### src/rtl/hrf_pkg.sv
package hrf_pkg;

    typedef enum logic [1:0] {ST_OFF, ST_READY, ST_BUSY} fsm_t;

    localparam int CB_EN  = 0;
    localparam int CB_SHA = 1;
    localparam int CB_IVA = 2;
    localparam int CB_END = 3;

    localparam logic [3:0] A_CTL  = 4'd0;
    localparam logic [3:0] A_STAT = 4'd1;
    localparam logic [3:0] A_IV0  = 4'd2;
    localparam logic [3:0] A_IV4  = 4'd6;
    localparam logic [3:0] A_FIFO = 4'd7;
    localparam logic [3:0] A_DG0  = 4'd8;
    localparam logic [3:0] A_DG4  = 4'd12;

    function automatic logic [159:0] std_seed(input logic sha);
        std_seed = {(sha ? 32'hC3D2E1F0 : 32'h0), 32'h10325476,
                    32'h98BADCFE, 32'hEFCDAB89, 32'h67452301};
    endfunction

endpackage

### src/rtl/hrf_fifo.sv
module hrf_fifo #(
    parameter int W     = 32,
    parameter int DEPTH = 32,
    parameter int BLK   = 16,
    localparam int NB   = DEPTH / BLK,
    localparam int AW   = $clog2(DEPTH),
    localparam int BW   = (NB > 1) ? $clog2(NB) : 1,
    localparam int CW   = $clog2(DEPTH + 1)
) (
    input  logic             clk,
    input  logic             rst_n,
    input  logic             flush,
    input  logic             ovf_clr,
    input  logic             wr,
    input  logic [W-1:0]     wdata,
    input  logic             pop,
    output logic [CW-1:0]    count,
    output logic             ovf,
    output logic [BLK*W-1:0] blk_out
);

    logic [W-1:0]  mem [DEPTH];
    logic [AW-1:0] wp;
    logic [BW-1:0] rb;
    logic          wr_ok;

    assign wr_ok = wr && (count != CW'(DEPTH));

    always_ff @(posedge clk) begin
        if (wr_ok && !flush) mem[wp] <= wdata;
    end

    always_ff @(posedge clk or negedge rst_n) begin
        if (!rst_n) begin
            wp    <= '0;
            rb    <= '0;
            count <= '0;
            ovf   <= 1'b0;
        end else begin
            if (flush) begin
                wp    <= '0;
                rb    <= '0;
                count <= '0;
            end else begin
                wp    <= wp + AW'(wr_ok);
                rb    <= rb + BW'(pop);
                count <= count + CW'(wr_ok) - (pop ? CW'(BLK) : CW'(0));
            end
            if (ovf_clr)               ovf <= 1'b0;
            else if (wr && !wr_ok)     ovf <= 1'b1;
        end
    end

    for (genvar j = 0; j < BLK; j++) begin : g_word
        logic [AW-1:0] ix;
        assign ix = AW'(int'(rb) * BLK + j);
        assign blk_out[j*W +: W] = mem[ix];
    end

    AST_COUNT_MAX: assert property (@(posedge clk) disable iff (!rst_n)
        count <= CW'(DEPTH));
    AST_POP_FULL_BLOCK: assert property (@(posedge clk) disable iff (!rst_n)
        pop |-> count >= CW'(BLK));
    AST_FULL_DROP: assert property (@(posedge clk) disable iff (!rst_n)
        (wr && count == CW'(DEPTH) && !pop && !flush && !ovf_clr) |=> (count == CW'(DEPTH) && ovf));
    AST_OVF_STICKY: assert property (@(posedge clk) disable iff (!rst_n)
        (ovf && !ovf_clr) |=> ovf);

endmodule

### src/rtl/hrf_ctrl.sv
module hrf_ctrl
    import hrf_pkg::*;
#(
    parameter int DEPTH = 32,
    parameter int BLK   = 16,
    localparam int CW   = $clog2(DEPTH + 1)
) (
    input  logic          clk,
    input  logic          rst_n,
    input  logic          ctl_wr,
    input  logic [3:0]    ctl_data,
    input  logic [CW-1:0] fifo_count,
    input  logic          core_done,
    output fsm_t          state,
    output logic          sha,
    output logic          iva,
    output logic          dend,
    output logic          start,
    output logic          stop,
    output logic          pop,
    output logic          fifo_flush,
    output logic          ovf_clr,
    output logic          core_load
);

    fsm_t nxt;
    logic end_clear;

    always_comb begin
        nxt = state;
        unique case (state)
            ST_OFF:   if (start)     nxt = ST_READY;
            ST_READY: if (pop)       nxt = ST_BUSY;
            ST_BUSY:  if (core_done) nxt = ST_READY;
            default:                 nxt = ST_OFF;
        endcase
        if (stop) nxt = ST_OFF;
    end

    always_ff @(posedge clk or negedge rst_n) begin
        if (!rst_n) state <= ST_OFF;
        else        state <= nxt;
    end

    always_comb begin
        start      = ctl_wr && ctl_data[CB_EN] && (state == ST_OFF);
        stop       = ctl_wr && !ctl_data[CB_EN];
        pop        = (state == ST_READY) && (fifo_count >= CW'(BLK)) && !stop;
        end_clear  = (state == ST_READY) && dend && (fifo_count < CW'(BLK)) && !stop;
        fifo_flush = stop || start || end_clear;
        ovf_clr    = stop || start;
    end

    always_ff @(posedge clk or negedge rst_n) begin
        if (!rst_n) begin
            sha       <= 1'b0;
            iva       <= 1'b0;
            dend      <= 1'b0;
            core_load <= 1'b0;
        end else begin
            core_load <= start;
            if (stop) begin
                sha  <= 1'b0;
                iva  <= 1'b0;
                dend <= 1'b0;
            end else if (start) begin
                sha  <= ctl_data[CB_SHA];
                iva  <= ctl_data[CB_IVA];
                dend <= ctl_data[CB_END];
            end else begin
                if (end_clear) dend <= 1'b0;
                if (ctl_wr && ctl_data[CB_END] && state != ST_OFF) dend <= 1'b1;
            end
        end
    end

    AST_LOAD_PULSE: assert property (@(posedge clk) disable iff (!rst_n)
        core_load |=> !core_load);
    AST_PUSH_THEN_BUSY: assert property (@(posedge clk) disable iff (!rst_n)
        pop |=> state == ST_BUSY);
    AST_END_HOLD_BUSY: assert property (@(posedge clk) disable iff (!rst_n)
        (dend && state == ST_BUSY && !stop) |=> dend);
    AST_END_EMPTY: assert property (@(posedge clk) disable iff (!rst_n)
        ($fell(dend) && state != ST_OFF) |-> fifo_count == '0);
    AST_OFF_CLEAN: assert property (@(posedge clk) disable iff (!rst_n)
        (state == ST_OFF) |-> (!dend && !sha && !iva));

endmodule

### src/rtl/hash_regfront.sv
module hash_regfront
    import hrf_pkg::*;
#(
    parameter int DEPTH = 32,
    parameter int BLK   = 16,
    localparam int CW   = $clog2(DEPTH + 1),
    localparam int BLKW = BLK * 32
) (
    input  logic            clk,
    input  logic            rst_n,
    input  logic            bus_we,
    input  logic [3:0]      bus_addr,
    input  logic [31:0]     bus_wdata,
    output logic [31:0]     bus_rdata,
    output logic            core_load,
    output logic            core_sha1,
    output logic [159:0]    core_init,
    output logic            core_push,
    output logic [BLKW-1:0] core_block,
    input  logic            core_done,
    input  logic [159:0]    core_state
);

    fsm_t          state;
    logic          sha, iva, dend, start, stop, pop, fifo_flush, ovf_clr, ovf;
    logic [CW-1:0] count;
    logic [31:0]   iv_q [5];
    logic [159:0]  iv_vec, dig_q;
    logic          ctl_wr, fifo_wr;

    assign ctl_wr  = bus_we && (bus_addr == A_CTL);
    assign fifo_wr = bus_we && (bus_addr == A_FIFO) && (state != ST_OFF);
    assign iv_vec  = {iv_q[4], iv_q[3], iv_q[2], iv_q[1], iv_q[0]};

    hrf_ctrl #(.DEPTH(DEPTH), .BLK(BLK)) u_ctrl (
        .clk(clk), .rst_n(rst_n), .ctl_wr(ctl_wr), .ctl_data(bus_wdata[3:0]),
        .fifo_count(count), .core_done(core_done), .state(state), .sha(sha),
        .iva(iva), .dend(dend), .start(start), .stop(stop), .pop(pop),
        .fifo_flush(fifo_flush), .ovf_clr(ovf_clr), .core_load(core_load)
    );

    hrf_fifo #(.W(32), .DEPTH(DEPTH), .BLK(BLK)) u_fifo (
        .clk(clk), .rst_n(rst_n), .flush(fifo_flush), .ovf_clr(ovf_clr),
        .wr(fifo_wr), .wdata(bus_wdata), .pop(pop), .count(count), .ovf(ovf),
        .blk_out(core_block)
    );

    always_ff @(posedge clk or negedge rst_n) begin
        if (!rst_n) begin
            for (int i = 0; i < 5; i++) iv_q[i] <= '0;
        end else if (bus_we && bus_addr >= A_IV0 && bus_addr <= A_IV4) begin
            iv_q[3'(bus_addr - A_IV0)] <= bus_wdata;
        end
    end

    always_ff @(posedge clk or negedge rst_n) begin
        if (!rst_n) begin
            dig_q     <= '0;
            core_init <= '0;
        end else if (stop) begin
            dig_q     <= '0;
        end else if (start) begin
            dig_q     <= bus_wdata[CB_IVA] ? iv_vec : std_seed(bus_wdata[CB_SHA]);
            core_init <= bus_wdata[CB_IVA] ? iv_vec : std_seed(bus_wdata[CB_SHA]);
        end else if (core_done && state == ST_BUSY) begin
            dig_q     <= core_state;
        end
    end

    assign core_push = pop;
    assign core_sha1 = sha;

    always_comb begin
        bus_rdata = '0;
        if (bus_addr == A_CTL) begin
            bus_rdata = {28'd0, dend, iva, sha, (state != ST_OFF)};
        end else if (bus_addr == A_STAT) begin
            bus_rdata = (32'(ovf) << 8) | 32'(CW'(DEPTH) - count);
        end else if (bus_addr >= A_IV0 && bus_addr <= A_IV4) begin
            bus_rdata = iv_q[3'(bus_addr - A_IV0)];
        end else if (bus_addr >= A_DG0 && bus_addr <= A_DG4) begin
            bus_rdata = dig_q[32*int'(bus_addr - A_DG0) +: 32];
            if (bus_addr == A_DG4 && !sha) bus_rdata = '0;
        end
    end

    AST_SEED_VISIBLE: assert property (@(posedge clk) disable iff (!rst_n)
        core_load |-> dig_q == core_init);
    AST_STOP_WIPES: assert property (@(posedge clk) disable iff (!rst_n)
        stop |=> (dig_q == '0 && state == ST_OFF));
    AST_NO_PUSH_OFF: assert property (@(posedge clk) disable iff (!rst_n)
        (state == ST_OFF) |-> !core_push);

endmodule

### config.mk
export PLATFORM = sky130hd
export DESIGN_NAME = hash_regfront
export DESIGN_NICKNAME = d
export VERILOG_FILES = /design/src/rtl/hrf_pkg.sv /design/src/rtl/hrf_fifo.sv /design/src/rtl/hrf_ctrl.sv /design/src/rtl/hash_regfront.sv
export SDC_FILE = /design/constraint.sdc
export NUM_CORES = 2
export LEC_CHECK = 0
export ABC_AREA = 1
export BUFFER_PORTS_ARGS = -buffer_cell sky130_fd_sc_hd__buf_2
export CORE_MARGIN = 5
export CORE_UTILIZATION = 45
export CTS_CLUSTER_SIZE = 30
export DETAILED_ROUTE_END_ITERATION = 7
export PLACE_DENSITY = 0.71
export SLEW_MARGIN = 20
export SYNTH_ARGS = -nofsm -noshare
export SYNTH_HDL_FRONTEND = slang
export SYNTH_SLANG_ARGS = --single-unit
export TNS_END_PERCENT = 20
### constraint.sdc
create_clock -name clk -period 3.9 [get_ports clk]
set_clock_uncertainty 0.1 [all_clocks]
set_input_delay 0 -clock clk [delete_from_list [all_inputs] [get_ports clk]]
set_output_delay 0 -clock clk [all_outputs]
set_load 0.03 [all_outputs]
==> flow_summary.yaml <==
cts:
  cts-root-buf: "clkbuf_16"
  clock_sinks: 1523
  tritoncts.num_buffers: 158
  cts_tree: "built"
  cts_setup_buffers: 0
  clk_pin_slew_worst_paths_ns: 0.06
  h-tree-depth: 4
  clock_latency_ns: 0.80
  cts_max_path_buffers: 3
sta:
  slew_headroom_pct: 21.1
  tightest_slew_ns: 1.18
  slew_violations: 0
  rsz0062_at_grt: "false"
  finalSetupViolations: 0
  finalCriticalPeriod_ns: 3.76
  tns_ns: 0
  max_freq_mhz: 266
  whs_ns: 0.0660
  finalCritPeriodShare_pct: 96.4
  hold_violations: 0
grt:
  grt_start_max_net_pins: 208
  first_global_vias: 49116
  overflow: 0
  grt_usage_pct: 33.1
  antenna_found_initial: 10
  grt_pass1_wl_mm: 347
die:
  core-area_sq_um: 136000
  dieWidth_um: 380
  initial_utilization_pct: 45.4
  pin_count: 907
  die-area_sq_um: 144000
  row_count: 135
  die_h_um: 380
setup_path:
  worst_ep_arrival_time_ns: 3.66
  path_delay_family: "buffers and inverters"
  endpoint: "bus_rdata[28]"
  cp-startpoint: "u_fifo.count[2]$_DFF_PN0_"
  regToRegEndpoint: "u_fifo.mem[5][31]$_DFFE_PP_"
  crit_slowest_cell: "a21oi_1"
  cp-start-kind: "flip-flop"
  crit_buf_inv: 3
  crit_chain: "inv_1 > ha_1 > nand3_1 > nand2_1 > nand2_1 > inv_1 > a21oi_1 > buf_2"
  crit_cells: 8
  ff2ff_path_depth: 9
  max_stage_delay_ns: 0.54
  reg2reg_from: "u_fifo.count[2]$_DFF_PN0_"
  r2r_slack_ns: 0.61
  end_kind: "output pin"
  path_max_fanout: 16
  worst_ep_required_time_ns: 3.80
  critPathKind: "flip-flop to output pin"
drt:
  remaining_drc_errors: 0
  finalWirelength_mm: 245
  antenna_left: 0
  drt_iter0_drc: 5635
  drt-wirelength-per-cell_um: 26.6
  routed_via_density: 5.47
  drt-pass1-iter-count: 7
  routed-via-count: 50372
logic_synthesis:
  netlist_instances: 6061
  synth_fp_nets: 6278
  yosysSeqAreaShare_pct: 70.3
  synth-seq-cells: 1523
  syn_area_sq_um: 61500
  ys_warn_count: 0
  avgSynthCellArea_sq_um: 10.2
  synth.distinct_cells: 30
hold_path:
  min_path_type: "primary input to flip-flop"
  worstHoldStart: "core_state[27]"
placement:
  dp_hpwl_mm: 164
  gp_congestion: 0.987
  port_buffers: 906
  dp_cells: 8564
power_and_ir_drop:
  leakage_uw: 0.0357
  peakVddDrop_uv: 745
  powerDensity_nw_per_um2: 691
finish:
  area_growth_pct: 25.5
  fillCellCount: 11307
  drive_gt1_share_pct: 17.8
  multi_input_area_sq_um: 16200
  regArea_sq_um: 43200
  finalNetCount: 7510
  stdcell_count: 9215
job:
  drv_cap: 0
status:
  outcome: "completed"
-- stage by stage --
stage / setup slack [ns] / instance area [sq um] / power (uW) / utilization (%)
final: 0.142 / 77200 / 53300 / 56.9
after global placement: 0.623 / 68500 / 37700 / 50.5
after floorplan: 0.588 / 61500 / 30600 / -
after detailed placement: 0.592 / 68500 / 37800 / 50.5
after CTS: 0.250 / 77200 / 53200 / 56.9
after global routing: 0.0767 / 77200 / 55400 / 56.9
-- flip-flops by register name, indices dropped and copies added, names as in the netlist, 2 cells and up --
register,cells
dig_q,160
u_ctrl.state,2
u_fifo.mem,1024
core_init,160
u_fifo.wp,5
u_fifo.count,6
iv_q,160
-- worst register-to-register path: stages, from the launching register on --
cell	delay [ns]
dfrtp_1	0.41
inv_1	0.12
ha_1	0.23
nand2_1	0.11
nor2_1	0.07
nor2_1	0.23
buf_4	0.20
nand3_1	0.66
nor2_2	0.31
buf_4	0.46
-- worst min-delay path by stage --
stage               slack, ns                    endpoint  depth (start not counted)
global placement         0.02   core_init[62]$_DFFE_PN0P_                          1
CTS                    0.0006       dig_q[27]$_DFFE_PN0P_                          6
global route             0.04  u_fifo.mem[0][6]$_DFFE_PP_                          2
floorplan               -0.40    core_init[0]$_DFFE_PN0P_                          0
detailed placement       0.03   core_init[62]$_DFFE_PN0P_                          1
finish                   0.07       dig_q[27]$_DFFE_PN0P_                          6
-- power by group --
part	switching (uW)	internal, uW
clock network	6590	8620
logic	13600	4280
registers	1340	18900
total	21600	31800
-- metal layers --
layer | share of wire, % | global-route usage (%) | wire length (um)
met3 | 10 | 9.84 | 25200
met1 | 36 | 39.6 | 88300
met5 | 0.0086 | 0 | 21
met2 | 47 | 53.3 | 115000
met4 | 6.9 | 19.8 | 16900
-- Yosys cell counts --
master    instances  share of area, %
nand2_1        3058                19
edfxtp_1       1024                50
dfrtp_1         499                20
o21ai_0         474               3.9
inv_1           262               1.6
clkbuf_1        245               1.5
nor2_1          164               1.0
nand3_1         142               1.2
a21oi_1          52              0.42
buf_2            39              0.32
buf_1            18              0.11
ha_1             17              0.35
buf_4            13              0.16
nand4_1          12              0.12
o211ai_1          8             0.098
nand3_2           6             0.098
inv_2             5             0.030
xor2_1            5             0.071
clkinv_1          3             0.018
nor3_1            3             0.024
o31ai_1           2             0.024
xnor2_1           2             0.028
a21o_1            1             0.012
a21oi_4           1             0.026
and3_1            1             0.010
buf_6             1             0.018
clkbuf_2          1            0.0081
nor2_2            1             0.010
nor2_8            1             0.033
o22ai_1           1             0.010
-- cell usage in the layout (no fill, tap or decap), types with 5 or more instances in the layout --
cell / synthesis / layout
clkinv_1: 3 / 26
inv_16: 0 / 7
inv_1: 262 / 261
clkbuf_16: 0 / 160
nor2_4: 0 / 25
bufinv_16: 0 / 11
nand3_1: 142 / 142
clkinv_2: 0 / 23
o21ai_0: 474 / 474
buf_4: 13 / 116
nand2_1: 3058 / 3057
o211ai_1: 8 / 8
buf_2: 39 / 904
nor2_1: 164 / 131
inv_6: 0 / 7
xor2_1: 5 / 5
clkbuf_8: 0 / 13
nand4_1: 12 / 12
diode_2: 0 / 12
dlygate4sd3_1: 0 / 349
a21oi_1: 52 / 51
nand3_2: 6 / 6
clkbuf_1: 245 / 36
ha_1: 17 / 17
dfrtp_1: 499 / 498
nor2_2: 1 / 9
buf_12: 0 / 18
edfxtp_1: 1024 / 1024
-- cells by family (layout without fill, tap and decap cells) --
family,after synthesis,in the layout,share of synthesized area (%)
adder cells (fa/ha/maj),17,17,0.346
buffers and inverters,587,1948,3.75
AO/OA/AOI/OAI,539,539,4.45
XOR/XNOR,7,7,0.0996
other,0,12,0
AND/OR/NAND/NOR,3388,3388,21.1
flip-flops,1523,1523,70.3
-- layout make-up --
class / instances / share of cell area [%]
sequential: 1523 / 56.0
multi-input combinational: 3951 / 21.0
timing repair buffer: 1389 / 12.0
clock buffer: 209 / 5.59
tap: 1781 / 2.89
inverter: 270 / 1.33
clock inverter: 80 / 1.12
antenna: 12 / 0.0389
-- repair_timing --
action	in CTS	in global routing
endpoints found under the setup margin	0	1
hold buffers	350	0
endpoints found under the hold margin	1791	0
gates resized for setup	0	1
(Power assumes the default switching activity.)
